### config.mk
export PLATFORM = sky130hd
export DESIGN_NAME = manch_rx
export DESIGN_NICKNAME = d
export VERILOG_FILES = /design/src/rtl/manch_rx_pkg.sv /design/src/rtl/manch_rx_sync.sv /design/src/rtl/manch_rx_gap.sv /design/src/rtl/manch_rx_track.sv /design/src/rtl/manch_rx_clkgen.sv /design/src/rtl/manch_rx.sv
export SDC_FILE = /design/constraint.sdc
export NUM_CORES = 1
export LEC_CHECK = 0
export ABC_AREA = 1
export CAP_MARGIN = 20
export CORE_ASPECT_RATIO = 1.1
export CORE_MARGIN = 2
export CORE_UTILIZATION = 53
export CTS_CLUSTER_DIAMETER = 200
export CTS_CLUSTER_SIZE = 8
export DETAILED_ROUTE_END_ITERATION = 8
export PLACE_DENSITY = 0.77
export SETUP_SLACK_MARGIN = 0.02
export SYNTH_ARGS = -nofsm -noshare
export SYNTH_HDL_FRONTEND = slang
export SYNTH_SLANG_ARGS = --single-unit
### constraint.sdc
create_clock -name clk -period 1.5 [get_ports clk]
set_input_delay 0.15 -clock clk [delete_from_list [all_inputs] [get_ports clk]]
set_output_delay 0.15 -clock clk [all_outputs]
set_load 0.1 [all_outputs]
### src/rtl/manch_rx_pkg.sv
package manch_rx_pkg;

  // Class of the gap between two line transitions, in oversampling cycles
  typedef enum logic [1:0] {
    GAP_SHORT,
    GAP_HALF,
    GAP_FULL,
    GAP_LONG
  } gap_e;

  // Sort a gap of n cycles given the quarter-bit length
  function automatic gap_e gap_class(input int unsigned n, input int unsigned quarter);
    if (n < quarter) begin
      return GAP_SHORT;
    end else if (n < 3 * quarter) begin
      return GAP_HALF;
    end else if (n <= 5 * quarter) begin
      return GAP_FULL;
    end
    return GAP_LONG;
  endfunction

endpackage

### src/rtl/manch_rx_sync.sv
module manch_rx_sync #(
  parameter int unsigned STAGES = 2
) (
  input  logic clk,
  input  logic rst,
  input  logic din,
  output logic level,
  output logic tog
);

  // sh_q[STAGES-1] is the synchronized level, sh_q[STAGES] its previous value
  logic [STAGES:0] sh_q;

  always_ff @(posedge clk) begin
    if (rst) begin
      sh_q <= '0;
    end else begin
      sh_q <= {sh_q[STAGES-1:0], din};
    end
  end

  assign level = sh_q[STAGES-1];
  assign tog   = sh_q[STAGES] ^ sh_q[STAGES-1];

endmodule

### src/rtl/manch_rx_gap.sv
module manch_rx_gap
  import manch_rx_pkg::*;
#(
  parameter int unsigned OSR = 16
) (
  input  logic clk,
  input  logic rst,
  input  logic tog,
  output gap_e gap,
  output logic stale
);

  localparam int unsigned QTR   = OSR / 4;
  localparam int unsigned LIMIT = 5 * QTR;
  localparam int unsigned CW    = $clog2(LIMIT + 2);
  localparam logic [CW-1:0] CAP = CW'(LIMIT + 1);

  // Cycles since the last transition; saturates at CAP (reset value: "long ago")
  logic [CW-1:0] cnt_q;

  always_ff @(posedge clk) begin
    if (rst) begin
      cnt_q <= CAP;
    end else if (tog) begin
      cnt_q <= CW'(1);
    end else if (cnt_q != CAP) begin
      cnt_q <= cnt_q + 1'b1;
    end
  end

  assign gap   = gap_class(32'(cnt_q), QTR);
  assign stale = (cnt_q == CAP);

endmodule

### src/rtl/manch_rx_track.sv
module manch_rx_track
  import manch_rx_pkg::*;
(
  input  logic clk,
  input  logic rst,
  input  logic tog,
  input  logic level,
  input  gap_e gap,
  input  logic stale,
  output logic mid_evt,
  output logic mid_bit,
  output logic locked,
  output logic viol
);

  logic lock_q;
  logic at_mid_q;
  logic viol_q;
  logic bad;
  logic drop;

  // Decide what the current transition means
  always_comb begin
    mid_evt = 1'b0;
    bad     = 1'b0;
    if (tog) begin
      if (!lock_q) begin
        mid_evt = (gap == GAP_FULL);
      end else begin
        unique case (gap)
          GAP_HALF: mid_evt = !at_mid_q;
          GAP_FULL: begin
            mid_evt = at_mid_q;
            bad     = !at_mid_q;
          end
          default:  bad = 1'b1;
        endcase
      end
    end
  end

  assign drop    = lock_q & ~tog & stale;
  assign mid_bit = level;

  always_ff @(posedge clk) begin
    if (rst) begin
      lock_q   <= 1'b0;
      at_mid_q <= 1'b0;
      viol_q   <= 1'b0;
    end else begin
      if (bad || drop) begin
        lock_q <= 1'b0;
      end else if (mid_evt) begin
        lock_q <= 1'b1;
      end
      if (tog) begin
        at_mid_q <= mid_evt;
      end
      if (bad) begin
        viol_q <= 1'b1;
      end
    end
  end

  assign locked = lock_q;
  assign viol   = viol_q;

  AST_VIOL_HOLDS: assert property (@(posedge clk) disable iff (rst) viol_q |=> viol_q);
  AST_BAD_UNLOCKS: assert property (@(posedge clk) disable iff (rst) bad |=> (!lock_q && viol_q));
  AST_TIMEOUT_QUIET: assert property (@(posedge clk) disable iff (rst)
    drop |=> (!lock_q && (viol_q == $past(viol_q))));

endmodule

### src/rtl/manch_rx_clkgen.sv
module manch_rx_clkgen #(
  parameter int unsigned HALF = 8
) (
  input  logic clk,
  input  logic rst,
  input  logic mid_evt,
  input  logic mid_bit,
  input  logic tog,
  output logic rec_clk,
  output logic data_n
);

  localparam int unsigned HW = $clog2(HALF + 1);

  logic          pend_q;
  logic          rc_q;
  logic          dn_q;
  logic [HW-1:0] hcnt_q;
  logic [HW-1:0] run_q;

  always_ff @(posedge clk) begin
    if (rst) begin
      pend_q <= 1'b0;
      rc_q   <= 1'b0;
      dn_q   <= 1'b1;
      hcnt_q <= '0;
    end else begin
      pend_q <= mid_evt;
      if (mid_evt) begin
        dn_q <= ~mid_bit;
      end
      if (pend_q) begin
        rc_q   <= 1'b1;
        hcnt_q <= HW'(1);
      end else if (rc_q) begin
        if (tog || (hcnt_q >= HW'(HALF))) begin
          rc_q <= 1'b0;
        end else begin
          hcnt_q <= hcnt_q + 1'b1;
        end
      end
    end
  end

  assign rec_clk = rc_q;
  assign data_n  = dn_q;

  // Independent high-run counter for the checks below
  always_ff @(posedge clk) begin
    if (rst || !rc_q) begin
      run_q <= '0;
    end else if (run_q != HW'(HALF)) begin
      run_q <= run_q + 1'b1;
    end
  end

  AST_HIGH_BOUNDED: assert property (@(posedge clk) disable iff (rst) rc_q |-> (run_q < HW'(HALF)));
  AST_DATA_SETTLED: assert property (@(posedge clk) disable iff (rst) $rose(rc_q) |-> $stable(dn_q));
  AST_FALL_ON_LINE: assert property (@(posedge clk) disable iff (rst)
    (rc_q && tog && !pend_q) |=> !rc_q);

endmodule

### src/rtl/manch_rx.sv
module manch_rx
  import manch_rx_pkg::*;
#(
  parameter int unsigned OSR         = 16,
  parameter int unsigned SYNC_STAGES = 2
) (
  input  logic clk,
  input  logic rst,
  input  logic line_in,
  output logic rec_clk,
  output logic data_n,
  output logic locked,
  output logic viol
);

  localparam int unsigned HALF = OSR / 2;

  logic tog;
  logic level;
  gap_e gap;
  logic stale;
  logic mid_evt;
  logic mid_bit;

  manch_rx_sync #(.STAGES(SYNC_STAGES)) u_sync (
    .clk   (clk),
    .rst   (rst),
    .din   (line_in),
    .level (level),
    .tog   (tog)
  );

  manch_rx_gap #(.OSR(OSR)) u_gap (
    .clk   (clk),
    .rst   (rst),
    .tog   (tog),
    .gap   (gap),
    .stale (stale)
  );

  manch_rx_track u_track (
    .clk     (clk),
    .rst     (rst),
    .tog     (tog),
    .level   (level),
    .gap     (gap),
    .stale   (stale),
    .mid_evt (mid_evt),
    .mid_bit (mid_bit),
    .locked  (locked),
    .viol    (viol)
  );

  manch_rx_clkgen #(.HALF(HALF)) u_clkgen (
    .clk     (clk),
    .rst     (rst),
    .mid_evt (mid_evt),
    .mid_bit (mid_bit),
    .tog     (tog),
    .rec_clk (rec_clk),
    .data_n  (data_n)
  );

  AST_RISE_LOCKED: assert property (@(posedge clk) disable iff (rst) $rose(rec_clk) |-> locked);

endmodule

# [Word level (Yosys, flattened, before mapping)]
# Cells that the tools add are included.
# W data, S select, Z words.
[op_classes] n_lt_le_gt_ge=4 n_addsub=2 mux=21 eq_ne=5 bitwise=6 reduce_logical=10
[ops] operator="$mux W1" count=13
[ops] operator="$mux W5" count=2
[ops] operator="$mux W2" count=4
[ops] operator="$reduce_or A2 Y1" count=3
[ops] operator="$add A5 B1 Y5 const B" count=1
[ops] operator="$eq A5 B5 Y1 const B" count=1
[ops] operator="$le A5 B5 Y1 const B" count=1
[ops] operator="$lt A5 B3 Y1 const B" count=1
[ops] operator="$lt A5 B4 Y1 const B" count=1
[ops] operator="$ne A5 B5 Y1 const B" count=1
[ops] operator="$add A4 B1 Y4 const B" count=1
[ops] operator="$ge A4 B4 Y1 const B" count=1
[ops] operator="$pmux W1 S2" count=2
[ops] operator="$reduce_and A2 Y1" count=2
[ops] operator="$reduce_bool A2 Y1" count=2
[ops] operator="$not A1 Y1" count=3
[ops] operator="$and A1 B1 Y1" count=2
[ops] operator="$eq A2 B1 Y1 const B" count=1
[ops] operator="$eq A2 B2 Y1 const B" count=1
[ops] operator="$logic_or A1 B1 Y1" count=2
[ops] operator="$ne A2 B1 Y1 const B" count=1
[ops] operator="$logic_not A1 Y1" count=1
[ops] operator="$xor A1 B1 Y1" count=1
[totals] output_inout_bits=4 input_bits=3 ff_bits=18 elab_cells=59

# [Longest topological paths before layout]
[depth] word_depth=11 ltp_mapped=9 mapped_depth_nobuf=9

# [Modules after synthesis]
# From an unflattened synthesis, not the netlist that was laid out.
[unflattened] hier_cells=136 hier_area_um2=913.4
[by_module_without_submodules] mod="manch_rx_gap" seq_area_each_um2=100.1 cells_each=53 area_per_inst_um2=330.3 instances=1
[by_module_without_submodules] mod="manch_rx_clkgen" seq_area_each_um2=140.1 cells_each=40 area_per_inst_um2=306.5 instances=1
[by_module_without_submodules] mod="manch_rx_track" seq_area_each_um2=60.1 cells_each=30 area_per_inst_um2=178.9 instances=1
[by_module_without_submodules] mod="manch_rx_sync" seq_area_each_um2=60.1 cells_each=13 area_per_inst_um2=97.6 instances=1

# [Least setup slack after synthesis]
# Ideal clock, no wire load.
[synth_path] path_type="reg2reg" start="register u_track.lock_q (netlist: u_track.locked)" end="register u_clkgen.dn_q (netlist: u_clkgen.data_n)" setup_time_ps=124 path_buffers=0 required_time_ps=1376 stages_incl_launch_ff=8 synth_period_minus_slack_ps=1736 slack_ps=-236 arrival_time_ps=1612 path_cell_list="dfxtp_1 > inv_1 > nor2_1 > inv_1 > nand2_2 > nand2_2 > nand2_1 > nand3_1"
[synth_between] elab_chain_len=2
[synth_lines] element="start: declaration" line="manch_rx_track.sv:16" rtl="logic lock_q;"
[synth_lines] element="start signal: assignment" line="manch_rx_track.sv:47" rtl="lock_q <= 1'b0;"
[synth_lines] element="start signal: assignment" line="manch_rx_track.sv:52" rtl="lock_q <= 1'b0;"
[synth_lines] element="start signal: assignment" line="manch_rx_track.sv:54" rtl="lock_q <= 1'b1;"
[synth_lines] element="$mux W1" line="manch_rx_track.sv:27" rtl="if (!lock_q) begin"
[synth_lines] element="$mux W1" line="manch_rx_track.sv:26" rtl="if (tog) begin"
[synth_lines] element="end signal: assignment" line="manch_rx_clkgen.sv:30" rtl="dn_q <= ~mid_bit;"
[synth_lines] element="end: declaration" line="manch_rx_clkgen.sv:17" rtl="logic dn_q;"
# No other way between the ends.
# A chain may end at the register's enable or synchronous reset.

# [Worst setup path after layout]
[layout_path] start="register u_gap.cnt_q[0]" end="register u_clkgen.dn_q (netlist: u_clkgen.data_n)"
[layout_between] elab_chain_len=9 elab_cells_between_ends=14 cone_classes="order compare (3); eq/ne (2); mux (9)"
[layout_lines] element="start: declaration" line="manch_rx_gap.sv:19" rtl="logic [CW-1:0] cnt_q;"
[layout_lines] element="start signal: assignment" line="manch_rx_gap.sv:27" rtl="cnt_q <= cnt_q + 1'b1;"
[layout_lines] element="$le A5 B5 Y1" line="manch_rx_pkg.sv:17" rtl="end else if (n <= 5 * quarter) begin"
[layout_lines] element="$mux W1" line="manch_rx_pkg.sv:17"
[layout_lines] element="$mux W1" line="manch_rx_pkg.sv:15" rtl="end else if (n < 3 * quarter) begin"
[layout_lines] element="$mux W1" line="manch_rx_pkg.sv:13" rtl="if (n < quarter) begin"
[layout_lines] element="$mux W2 (*)" line="manch_rx_pkg.sv:20" rtl="return GAP_LONG;"
[layout_lines] element="$eq A2 B2 Y1 / $eq A2 B1 Y1 (equally long branches)" line="manch_rx_track.sv:28, manch_rx_track.sv:30"
[layout_lines] element="$pmux W1 S2" line="manch_rx_track.sv:30" rtl="unique case (gap)"
[layout_lines] element="$mux W1 (*)" line="manch_rx_track.sv:27"
[layout_lines] element="$mux W1 (*)" line="manch_rx_track.sv:26"
# Mark *: on every way between the ends. The rest lies on a longest branch, timed or not.

==> impl_metrics.tcl <==
set metrics [dict create \
    holdPathStages 3 \
    synth_area_leaders "dfxtp_1 (42%), inv_1 (7.4%), nand2_1 (7.4%)" \
    path_cells "inv_1, ha_1, nand2_1, nand3_2, nand2_1, nand2_2, nand2_2, nand2_1, nand3_1" \
    fp.dieH_um 46.21 \
    start_util_pct 55.77 \
    synth_largest_area_cell "dfxtp_1" \
    wl_per_cell_um 10.49 \
    finalWeightedCongestion 0.8546 \
    timing_worst_setup_path_type "flip-flop to flip-flop" \
    grt_pass1_wl_um 2511 \
    syn_area_per_cell_um2 7.596 \
    fmax_mhz 792.9 \
    r2r_cells 9 \
    drc 0 \
    die_width_um 42.37 \
    drtIter0Drc 12 \
    cts_sinks 18 \
    arrival_ns 1.52 \
    cts.path.max_buffers 2 \
    grtUsageTotal_pct 17.53 \
    p_per_area_nw_per_um2 1354 \
    root_buffer "clkbuf_4" \
    synthArstFlopShare_pct 0 \
    highest_layer "met4" \
    wl_met2_um 644 \
    p_total_mw 1.384 \
    hp-start "line_in" \
    areaGrowthSynthToFinish_pct 19.10 \
    fin_area_um2 1022 \
    reg2reg_to "u_clkgen.data_n$_SDFFE_PP1P_" \
    hold_path_end "u_sync.sh_q[0]$_SDFF_PP0_" \
    relSlewSlack_pct 83.88 \
    dpl_cell_area_um2 985.9 \
    worstSkewPairLatency_ns 0.30 \
    dr.pass1.iters 4 \
    synth_edf_count 0 \
    synth_flop_cell "dfxtp_1" \
    port_buffers 6 \
    cp.required_ns 1.75 \
    ys_seq_area_share_pct 41.98 \
    slew_violations 0 \
    cts_tree "built" \
    crit_top_cell "nand2_1" \
    grt_max_degree 11 \
    num-nets-final 132 \
    grt_pass1_vias 621 \
    fin_crit_ns 1.261 \
    routed_wl_um 1468 \
    synth_area_um2 858.3 \
    syn_nets 121 \
    reg2reg_slack_ns 0.24 \
    viasPerCell 5.150 \
    cts_hold_buf 0 \
    antennaDiodeCount 0 \
    path_max_fanout 6 \
    globalRouteOverflowTotal 0 \
    cap_violations 0 \
    finClkSkew_ns 0.009672 \
    nFillCells 125 \
    ys_seq_elements 18 \
    cts_setup_buffers 0 \
    startpoint_type "flip-flop" \
    hpwl_um 1103 \
    cts_buffers 3 \
    crit_family "simple AND/OR/NAND/NOR gates" \
    rsz0062_at_grt "false" \
    endpoint_kind "flip-flop" \
    holdWs_ns 0.3757 \
    synth_top_area_share_pct 41.98 \
    rows 15 \
    finalHoldViolCount 0 \
    final_util_pct 66.42 \
    max_stage_delay_ns 0.43 \
    die_area_um2 1958 \
    path_buf_inv 1 \
    antenna_found_initial 0 \
    core-area_um2 1539 \
    crit_path_top_delay_cell "dfxtp_1" \
    worstHoldPathType "input port to flip-flop" \
    wl_met1_um 701 \
    worst_slew_pin_slew_ns 0.2414 \
    drive_gt1_share_pct 22.76 \
    cts_resized 0 \
    clk_pin_slew_ns 0.11 \
    via_count 721 \
    finalSetupViolCount 0 \
    max-vdd-ir-drop_mv 1.044 \
    wl_met3_um 85 \
    status "completed" \
    ant_nets 0 \
    final_cell_mix "inv_1 (17), nand2_1 (17), dfxtp_1 (16)" \
    ys_types 22 \
    fin_tns_setup_ns 0 \
    timing.final.crit_share_pct 84.08 \
    ys_warn_count 0 \
    leakagePower_nw 0.4499 \
    reg2reg_from "u_gap.cnt_q[0]$_SDFFE_PP1N_" \
    io_pins 7 \
    synthCells 113 \
    h-tree-depth 1 \
]
==> tightest hold or removal path, cell delays in order <==
cell	delay, ns
clkdlybuf4s50_1	0.40
inv_1	0.06
nor2_1	0.03
==> cells by family after synthesis <==
group | share of synthesized area [%]
AOI/OAI and AO/OA | 10.93
xor gates and xnor gates | 2.041
adders and majority gates | 7.289
buffers and inverters | 10.49
DFF | 41.98
and+or+nand+nor | 27.26
==> per-layer routing <==
| layer | vias to the layer above | GRT usage [%] |
|---|---|---|
| li1 | 378 | - |
| met1 | 319 | 22.06 |
| met2 | 19 | 27.38 |
| met3 | 5 | 3.922 |
| met4 | 0 | 11.25 |
| met5 | - | 0 |
==> state kept, by name, summed over array words and instances (netlist names) <==
name / count
u_gap.cnt_q: 5
u_clkgen.hcnt_q: 4
u_sync.sh_q: 3
u_clkgen.data_n: 1
u_clkgen.pend_q: 1
u_clkgen.rec_clk: 1
u_track.at_mid_q: 1
u_track.locked: 1
u_track.viol: 1
==> worst max-delay path by stage <==
stage	start	end	slack, ns	depth (start not counted)
floorplan	u_track.locked$_SDFFE_PP0P_	u_clkgen.data_n$_SDFFE_PP1P_	0.11	7
CTS	u_gap.cnt_q[0]$_SDFFE_PP1N_	u_clkgen.data_n$_SDFFE_PP1P_	0.24	9
global route	u_gap.cnt_q[0]$_SDFFE_PP1N_	u_track.locked$_SDFFE_PP0P_	0.12	8
finish	u_gap.cnt_q[0]$_SDFFE_PP1N_	u_clkgen.data_n$_SDFFE_PP1P_	0.24	9
detailed placement	u_gap.cnt_q[0]$_SDFFE_PP1N_	u_clkgen.data_n$_SDFFE_PP1P_	0.27	9
global placement	u_gap.cnt_q[0]$_SDFFE_PP1N_	u_track.locked$_SDFFE_PP0P_	0.29	8
==> per-stage QoR <==
stage          instances  setup slack, ns
3_3_place_gp         136           0.2870
4_1_cts              140           0.2392
2_1_floorplan        113           0.1111
3_5_place_dp         136           0.2722
6_report             140           0.2388
5_1_grt              140           0.1225
==> where the power goes <==
part,internal [mW],switching [mW]
Clock,0.148,0.153
Combinational,0.170,0.294
Sequential,0.543,0.0760
Total,0.861,0.523
==> Yosys cell counts, types with 3 or more instances <==
cell and instances:
dfxtp_1 18, inv_1 17, nand2_1 17, nor2_1 10
nand3_1 9, a21oi_1 7, inv_2 6, ha_1 5
nand2_2 5, nand3_2 3, o21ai_0 3
==> final cells by class <==
cell class              count  area [um^2]  share of cell area, %
multi-input cells          71        407.9                  39.90
flip-flops and latches     18        362.8                  35.50
repair buffers              7        107.6                  10.53
inverters                  23        86.33                  8.446
clock buffers               4        36.28                  3.550
well taps                  17        21.27                  2.081
No activity file was read; power rests on OpenSTA's default activity.
